## src/rtl/cop_trap_pkg.sv

```systemverilog
package cop_trap_pkg;

  localparam int CLS_W = 3;
  localparam int VEC_W = 8;

  // Instruction classes as delivered by the decoder
  typedef enum logic [CLS_W-1:0] {
    CLS_NONE     = 3'd0,
    CLS_ESC      = 3'd1,
    CLS_WAIT     = 3'd2,
    CLS_NW_INIT  = 3'd3,
    CLS_NW_CLEX  = 3'd4,
    CLS_NW_STSW  = 3'd5,
    CLS_NW_STENV = 3'd6,
    CLS_NW_SAVE  = 3'd7
  } cop_cls_e;

  // Per-class trap sensitivity
  typedef struct packed {
    logic is_cop;     // any coprocessor-related instruction
    logic em_sens;    // emulate bit can trap it
    logic ts_sens;    // task-switched bit can trap it
    logic err_sens;   // pending error can trap it
  } cls_attr_t;

endpackage

```

## src/rtl/cop_cls_decode.sv

```systemverilog
module cop_cls_decode
  import cop_trap_pkg::*;
(
  input  logic [CLS_W-1:0] cls,
  output cls_attr_t        attr
);

  always_comb begin
    attr = '0;
    case (cls)
      CLS_ESC: begin
        attr.is_cop   = 1'b1;
        attr.em_sens  = 1'b1;
        attr.ts_sens  = 1'b1;
        attr.err_sens = 1'b1;
      end
      CLS_WAIT: begin
        attr.is_cop   = 1'b1;
        attr.ts_sens  = 1'b1;
        attr.err_sens = 1'b1;
      end
      CLS_NW_INIT, CLS_NW_CLEX, CLS_NW_STSW, CLS_NW_STENV, CLS_NW_SAVE: begin
        attr.is_cop   = 1'b1;
        attr.em_sens  = 1'b1;
        attr.ts_sens  = 1'b1;
      end
      default: attr = '0;
    endcase
  end

endmodule

```

## src/rtl/cop_trap_rules.sv

```systemverilog
module cop_trap_rules
  import cop_trap_pkg::*;
#(
  parameter int VW          = VEC_W,
  parameter int VEC_UNAVAIL = 7,
  parameter int VEC_FPERR   = 16
) (
  input  logic          valid,
  input  cls_attr_t     attr,
  input  logic          emulate,
  input  logic          task_sw,
  input  logic          err,
  output logic          take,
  output logic [VW-1:0] vec
);

  logic hit_unavail;
  logic hit_fperr;

  assign hit_unavail = valid && attr.is_cop &&
                       ((attr.em_sens && emulate) || (attr.ts_sens && task_sw));
  assign hit_fperr   = valid && attr.is_cop && attr.err_sens && err;

  // Unavailable trap has priority over the pending-error trap
  always_comb begin
    take = 1'b0;
    vec  = '0;
    if (hit_unavail) begin
      take = 1'b1;
      vec  = VW'(VEC_UNAVAIL);
    end else if (hit_fperr) begin
      take = 1'b1;
      vec  = VW'(VEC_FPERR);
    end
  end

endmodule

```

## src/rtl/cop_trap_sel.sv

```systemverilog
module cop_trap_sel
  import cop_trap_pkg::*;
#(
  parameter int VW          = VEC_W,
  parameter int CW          = CLS_W,
  parameter int VEC_UNAVAIL = 7,
  parameter int VEC_FPERR   = 16
) (
  input  logic          clk,
  input  logic          rst,
  input  logic          disp_valid,
  input  logic [CW-1:0] disp_class,
  input  logic          cr_emulate,
  input  logic          cr_task_sw,
  input  logic          cop_err,
  output logic          trap_valid,
  output logic [VW-1:0] trap_vector
);

  cls_attr_t     attr;
  logic          take_d;
  logic [VW-1:0] vec_d;

  cop_cls_decode u_dec (
    .cls  (CLS_W'(disp_class)),
    .attr (attr)
  );

  cop_trap_rules #(
    .VW          (VW),
    .VEC_UNAVAIL (VEC_UNAVAIL),
    .VEC_FPERR   (VEC_FPERR)
  ) u_rules (
    .valid   (disp_valid),
    .attr    (attr),
    .emulate (cr_emulate),
    .task_sw (cr_task_sw),
    .err     (cop_err),
    .take    (take_d),
    .vec     (vec_d)
  );

  always_ff @(posedge clk) begin
    if (rst) begin
      trap_valid  <= 1'b0;
      trap_vector <= '0;
    end else begin
      trap_valid  <= take_d;
      trap_vector <= vec_d;
    end
  end

endmodule

```

## config.mk

```make
export PLATFORM = sky130hd
export DESIGN_NAME = cop_trap_sel
export DESIGN_NICKNAME = d
export VERILOG_FILES = /design/src/rtl/cop_trap_pkg.sv /design/src/rtl/cop_cls_decode.sv /design/src/rtl/cop_trap_rules.sv /design/src/rtl/cop_trap_sel.sv
export SDC_FILE = /design/constraint.sdc
export NUM_CORES = 1
export LEC_CHECK = 0
export ABC_AREA = 0
export BUFFER_PORTS_ARGS = -buffer_cell sky130_fd_sc_hd__buf_2
export CORE_AREA = 2 2 39 41
export CTS_CLUSTER_SIZE = 8
export DETAILED_ROUTE_END_ITERATION = 6
export DIE_AREA = 0 0 41 43
export SETUP_SLACK_MARGIN = 0.1
export SKIP_LAST_GASP = 1
export SYNTH_ARGS = -nofsm -noshare
export SYNTH_HDL_FRONTEND = slang
export SYNTH_SLANG_ARGS = --single-unit
```

## constraint.sdc

```tcl
create_clock -name clk -period 0.8 [get_ports clk]
set_input_delay 0.04 -clock clk [delete_from_list [all_inputs] [get_ports clk]]
set_output_delay 0.04 -clock clk [all_outputs]
set_load 0.05 [all_outputs]
```

==> results of run 1 <==
## per-layer routing
| layer | track usage [%] | wire length, microns |
|---|---|---|
| met1 | 4.79 | 191 |
| met2 | 6.56 | 176 |
| met3 | 3.14 | 66 |
| met4 | 6.00 | 0 |
| met5 | 0 | 0 |
## cell usage after synthesis
cell,n,area [sq um]
mux2i_1,1,10.0
dfxtp_1,3,60.1
nand2_1,3,11.3
a21boi_0,1,7.51
conb_1,1,3.75
inv_1,1,3.75
a311oi_1,1,8.76
o22ai_1,1,6.26
nor2_1,3,11.3
a21oi_1,1,5.00
nor3_1,1,5.00
nand2b_1,1,6.26
o21a_1,1,7.51
buf_4,6,45.0
o21ai_0,1,5.00
a211oi_1,1,7.51
## cell usage in the layout, fill, tap and decap left out, types with 2 or more instances in the layout
master	instances
nor2_1	3
buf_6	3
buf_2	8
nand2_1	3
buf_8	2
clkbuf_4	3
dfxtp_2	2
conb_1	4
## registers in the layout, summed over array words and instances, names as in the netlist
signal,count
trap_valid,1
trap_vector,2
## worst paths after layout
path / startpoint / endpoint / slack (ns) / cells past startpoint
worst min-delay path: cop_err / trap_vector[4] / 0.05 / 3
worst max-delay path: trap_vector[1] / trap_vector[0] / 0.02 / 1
## per-stage QoR
stage	instance area [sq um]	total power (uW)
after detailed placement	267	320
after floorplan	219	294
after global placement	267	319
after global routing	334	632
final	334	599
after CTS	334	619
## repair_timing
item | 4_1_cts | 5_1_grt
hold endpoints to repair | 0 | 0
setup endpoints to repair | 5 | 5
resized for setup | 14 | 0
## layout make-up
cell class                 count  area share [%]
timing repair buffer          14            33.3
multi-input combinational     20            31.8
sequential                     3            19.9
clock buffer                   4            7.87
tap                           16            5.99
inverter                       1            1.12
## cell families after synthesis
kind of cell | after synthesis | share of synthesized area [%]
AOI/OAI and AO/OA | 7 | 23.3
DFF | 3 | 29.4
other | 1 | 1.84
buffers and inverters | 7 | 23.9
and+or+nand+nor | 8 | 16.6
muxes | 1 | 4.91
## report_power, final
group	internal (uW)	switching [uW]	leakage, uW
Sequential	156	5.27	0.0000261
Combinational	57.9	119	0.000118
Clock	187	74.2	0.0000150
==> impl_metrics.tcl, run 1 <==
set metrics [dict create \
    setup_viol 0 \
    drtIter0Drc 0 \
    cts-root-buf "clkbuf_4" \
    final_util_pct 24.1 \
    path_clk_slew_ns 0.04 \
    start_util_pct 14.7 \
    area_delta_synth_final_pct 63.8 \
    max_cap_viol_count 0 \
    drc 0 \
    place_hpwl_microns 351 \
    finalWeightedCongestion 0.651 \
    die_w_microns 41 \
    dieHeight_microns 43 \
    dp_worst_setup_slack_ns -0.00427 \
    rsz0062_at_grt "yes" \
    rows 14 \
    route.vias.total 223 \
    ant_nets 0 \
    multiInputGateArea_sq_um 106 \
    antenna_found_initial 0 \
    instances_no_fill 58 \
    cp_max_fo 3 \
    cpPeakStageDelay_ns 0.35 \
    fill_cells 158 \
    antennaDiodeCount 0 \
    slowest_stage "dfxtp_4" \
    regArea_sq_um 66.3 \
    grt_max_degree 7 \
    drt_wl_total_microns 433 \
    cp-start-kind "flip-flop" \
    io_pins 18 \
    wl_per_cell_microns 7.47 \
    path_delay_family "flip-flops" \
    syn_area_sq_um 204 \
    end_kind "primary output" \
    p_leak_uw 0.000159 \
    grt_pass1_wl_microns 552 \
    seq_area_frac_synth_pct 29.4 \
    cts_tree "built" \
    track_usage_pct 5.11 \
    worstPathArrival_ns 0.74 \
    placed_cells 54 \
    viasPerCell 3.84 \
    cts_made_buffers 3 \
    path_buf_inv 1 \
    crit_chain "buf_6" \
    cp_data_required_time_ns 0.76 \
    hp-class "input pin to flip-flop" \
    synth.avg_cell_area_sq_um 7.55 \
    grt-ovfl-total 0 \
    design.die.area_sq_mm 0.00176 \
    slew_violations 0 \
    outcome "completed" \
    critPathKind "flip-flop to primary output" \
    post_cts_buffers 0 \
    max_freq_mhz 1290 \
    drtPass1Iterations 1 \
    cts_hold_buf 0 \
    core_region_area_sq_mm 0.00138 \
    finalSetupTns_ns 0 \
    io_buffer_count 13 \
    min_period_ns 0.775 \
    min_period_over_period_pct 96.9 \
    htreeDepth 1 \
    yosysWarnings 0 \
    fin_nets 52 \
    grt_pass1_vias 162 \
    synthCells 27 \
    synth-seq-cells 3 \
    clock-sinks 3 \
    hold_ws_ns 0.0545 \
    vdd_drop_max_mv 0.304 \
    hold_viol 0 \
    worst_slack_ns 0.0250 \
    cellPowerDensity_mw_per_mm2 1790 \
    yosysUniqueCellTypes 16 \
    drive_above_1_share_pct 47.6 \
    clk_path_buf_depth 2 \
]
No activity file was read; power rests on OpenSTA's default activity.
==> run 2: changes to the inputs <==
CTS_BUF_LIST = sky130_fd_sc_hd__clkbuf_2 sky130_fd_sc_hd__clkbuf_4 sky130_fd_sc_hd__clkbuf_8   (was unset)
==> run 2 against run 1 <==
First-iteration DRC count stayed put. Critical path depth stayed put. Worst hold slack worse by 0.0012 ns. Die area stayed put. Critical path type unchanged. Worst setup slack worse by 0.0011 ns. Flip-flop and latch count stayed put. Sequential power hardly changed. Total power is 5.9% higher. Count of clock-buffer cells in the layout stayed put. Via count stayed put.
==> impl_metrics.tcl, run 2 (same netlist as run 1, synthesis figures left out) <==
set metrics [dict create \
    start_util_pct 14.7 \
    rsz0062_at_grt "yes" \
    grt_pass1_vias 162 \
    largest_reg_flops 2 \
    post_cts_buffers 0 \
    path_buf_inv 1 \
    io_buffer_count 13 \
    antenna_found_initial 0 \
    hold_viol 0 \
    cts_resized 14 \
    path_clk_slew_ns 0.04 \
    path_delay_family "flip-flops" \
    cpPeakStageDelay_ns 0.35 \
    clock-sinks 3 \
    core_region_area_sq_mm 0.00138 \
    placed_cells 54 \
    worstPathArrival_ns 0.74 \
    htreeDepth 1 \
    antennaDiodeCount 0 \
    place_hpwl_microns 351 \
    area_delta_synth_final_pct 65.6 \
    dieHeight_microns 43 \
    ant_nets 0 \
    cellPowerDensity_mw_per_mm2 1880 \
    max_cap_viol_count 0 \
    max_freq_mhz 1290 \
    cp_data_required_time_ns 0.76 \
    slew_violations 0 \
    setup_viol 0 \
    design.die.area_sq_mm 0.00176 \
    slowest_stage "dfxtp_4" \
    p_clk_share_pct 46.7 \
    grt_pass1_wl_microns 552 \
    end_kind "primary output" \
    reg.largest.list "trap_vector (2), trap_valid (1)" \
    hp-class "input pin to flip-flop" \
    layout_commonest_cell "buf_2" \
    drtIter0Drc 0 \
    rows 14 \
    drive_above_1_share_pct 50.0 \
    crit_chain "buf_6" \
    instances_no_fill 58 \
    drtPass1Iterations 1 \
    drt_wl_total_microns 437 \
    track_usage_pct 5.11 \
    grt_max_degree 7 \
    vdd_drop_max_mv 0.396 \
    fin_nets 52 \
    top_register "trap_vector" \
    finalWeightedCongestion 0.651 \
    drc 0 \
    wl_per_cell_microns 7.53 \
    cts-root-buf "clkbuf_4" \
    most-common-layout-cells "8 x buf_2, 4 x conb_1, 4 x clkbuf_4" \
    cts_tree "built" \
    min_period_ns 0.776 \
    cp-start-kind "flip-flop" \
    p_int_uw 435 \
    route.vias.total 223 \
    viasPerCell 3.84 \
    cts_made_buffers 3 \
    outcome "completed" \
    p_leak_uw 0.000163 \
    switching_share_pct 31.5 \
    pwr-share-comb_pct 27.9 \
    p_sw_uw 200 \
    pwr-share-seq_pct 25.4 \
    critPathKind "flip-flop to primary output" \
    grt-ovfl-total 0 \
    cp_max_fo 3 \
    min_period_over_period_pct 97.0 \
    die_w_microns 41 \
    io_pins 18 \
    final_util_pct 24.4 \
    clk_path_buf_depth 2 \
    cts_hold_buf 0 \
]
[run 2: cell counts in the layout (fill, tap and decap cells not counted)]
Identical to the previous run, type by type.
[run 2: final timing paths]
| check | from | to | slack, ns | depth (start not counted) |
|---|---|---|---|---|
| setup / recovery | trap_vector[1] | trap_vector[0] | 0.02 | 1 |
| hold / removal | cop_err | trap_vector[4] | 0.05 | 3 |
[run 2: routing by layer]
metal / vias to the layer above / routed length, microns / track usage (%)
met5: - / 0 / 0
met4: 0 / 0 / 6.00
met3: 0 / 66 / 3.14
met2: 14 / 178 / 6.56
met1: 95 / 192 / 4.79
li1: 114 / - / -
[run 2: area by class of cell]
class                   instances  area (sq um)
multi-input cells              20           106
repair buffers                 14           111
inverters                       1          3.75
fillers                       159          1050
flip-flops and latches          3          66.3
clock buffers                   4          30.0
well taps                      16          20.0
[run 2: through the flow]
step                      hold WS [ns]  total power (uW)  area (sq um)  TNS [ns]  setup WS (ns)
final                           0.0533               635           338         0         0.0238
after global placement           0.301               319           267         0         0.0268
after CTS                       0.0418               656           338         0        0.00828
after floorplan                  0.164               294           219         0          0.116
after global routing            0.0688               668           338  -0.00201       -0.00201
after detailed placement         0.300               320           267  -0.00427       -0.00427
[run 2: power groups by stage]
stage	registers [uW]	logic [uW]	clock network [uW]
floorplan	182	111	0
global placement	160	159	0
detailed placement	160	160	0
CTS	162	177	318
global route	162	188	318
finish	161	177	297
==> run 3: changes to the inputs <==
BUFFER_PORTS_ARGS = unset   (was -buffer_cell sky130_fd_sc_hd__buf_2)
DONT_BUFFER_PORTS = 1   (was unset)
==> run 3 against run 2 <==
The flow now finishes with violations (negative setup slack). Largest power group unchanged. Count of clock-buffer cells in the layout unchanged. Sequential power barely moved. Non-clock buffer count shrank 7. Routed wire length is 2.7% lower.
==> impl_metrics.tcl, run 3 (same netlist as run 1, synthesis figures left out) <==
set metrics [dict create \
    worstPathArrival_ns 0.77 \
    antennaDiodeCount 0 \
    io_pins 18 \
    pwr-share-comb_pct 25.8 \
    hp-class "input pin to flip-flop" \
    top_register "trap_vector" \
    clock-sinks 3 \
    instances_no_fill 51 \
    drtIter0Drc 0 \
    largest_reg_flops 2 \
    die_w_microns 41 \
    grt_max_degree 6 \
    p_clk_share_pct 48.1 \
    path_delay_family "flip-flops" \
    dieHeight_microns 43 \
    p_int_uw 428 \
    fin_nets 45 \
    finalWeightedCongestion 0.508 \
    grt-ovfl-total 0 \
    min_period_ns 0.811 \
    cts_tree "built" \
    rsz0062_at_grt "yes" \
    end_kind "primary output" \
    design.die.area_sq_mm 0.00176 \
    reg.largest.list "trap_vector (2), trap_valid (1)" \
    grt_pass1_vias 202 \
    path_buf_inv 1 \
    fill_cells 151 \
    route.vias.total 185 \
    io_buffer_count 0 \
    area_delta_synth_final_pct 60.1 \
    rows 14 \
    outcome "finished, violations left" \
    vdd_drop_max_mv 0.343 \
    cp_data_required_time_ns 0.76 \
    track_usage_pct 5.91 \
    antenna_found_initial 0 \
    p_sw_uw 184 \
    critPathKind "flip-flop to primary output" \
    pwr-share-seq_pct 26.1 \
    core_region_area_sq_mm 0.00138 \
    cpPeakStageDelay_ns 0.34 \
    drc 0 \
    worst_slack_ns -0.0115 \
    slew_violations 0 \
    cts-root-buf "clkbuf_4" \
    post_cts_buffers 0 \
    hold_viol 0 \
    cellPowerDensity_mw_per_mm2 1880 \
    htreeDepth 1 \
    viasPerCell 3.63 \
    wl_per_cell_microns 8.33 \
    crit_chain "buf_12" \
    placed_cells 43 \
    switching_share_pct 30.1 \
    cp_max_fo 3 \
    finalSetupTns_ns -0.0335 \
    most-common-layout-cells "4 x conb_1, 4 x clkbuf_4, 3 x nor2_1, 3 x nand2_1" \
    drtPass1Iterations 1 \
    setup_viol 3 \
    drive_above_1_share_pct 31.4 \
    grt_pass1_wl_microns 648 \
    failed_checks "negative setup slack" \
    cp-start-kind "flip-flop" \
    path_clk_slew_ns 0.04 \
    ant_nets 0 \
    cts_made_buffers 3 \
    max_freq_mhz 1230 \
    min_period_over_period_pct 101 \
    clk_path_buf_depth 2 \
    max_cap_viol_count 0 \
    p_leak_uw 0.000151 \
    start_util_pct 14.7 \
    slowest_stage "dfxtp_4" \
    drt_wl_total_microns 425 \
]
==> run 3: timing repair <==
item                                    in CTS  in global routing
pin swaps                                    0                  1
endpoints found under the hold margin        3                  0
hold buffers                                 4                  0
endpoints found under the setup margin       5                  7
gates resized for setup                      5                  5
==> run 3: final timing paths <==
kind                  slack [ns]  depth (start not counted)             end           start
worst max-delay path       -0.01                          1  trap_vector[1]  trap_vector[1]
worst min-delay path        0.01                          2      trap_valid   disp_class[0]
==> run 3: cell type report <==
cell class              instances  area, sq um  area share, %
well taps                      16         20.0           6.13
repair buffers                  7         95.1           29.1
flip-flops and latches          3         66.3           20.3
inverters                       1         3.75           1.15
clock buffers                   4         30.0           9.20
multi-input cells              20          111           34.1
==> run 3: layer usage <==
layer  wire length (microns)  track usage [%]  share of wire (%)
met1                     167             5.10                 39
met2                     187             7.19                 44
met3                      70             5.24                 16
met4                       0             6.67                  0
met5                       0                0                  0
==> run 3: power by group through the flow <==
| stage | Clock, uW | Sequential [uW] | Combinational [uW] |
|---|---|---|---|
| floorplan | 0 | 182 | 111 |
| global placement | 0 | 161 | 131 |
| detailed placement | 0 | 161 | 132 |
| CTS | 313 | 160 | 154 |
| global route | 318 | 161 | 168 |
| finish | 295 | 160 | 158 |
==> run 3: through the flow <==
step | hold WS, ns | area [sq um] | setup slack [ns] | power (uW) | util, %
3_3_place_gp | 0.185 | 229 | 0.155 | 291 | 16.5
4_1_cts | 0.00493 | 313 | -0.0246 | 627 | 22.6
5_1_grt | 0.0254 | 327 | -0.0297 | 646 | 23.6
2_1_floorplan | 0.164 | 219 | 0.116 | 294 | -
3_5_place_dp | 0.182 | 229 | 0.155 | 293 | 16.5
6_report | 0.0122 | 327 | -0.0115 | 613 | 23.6
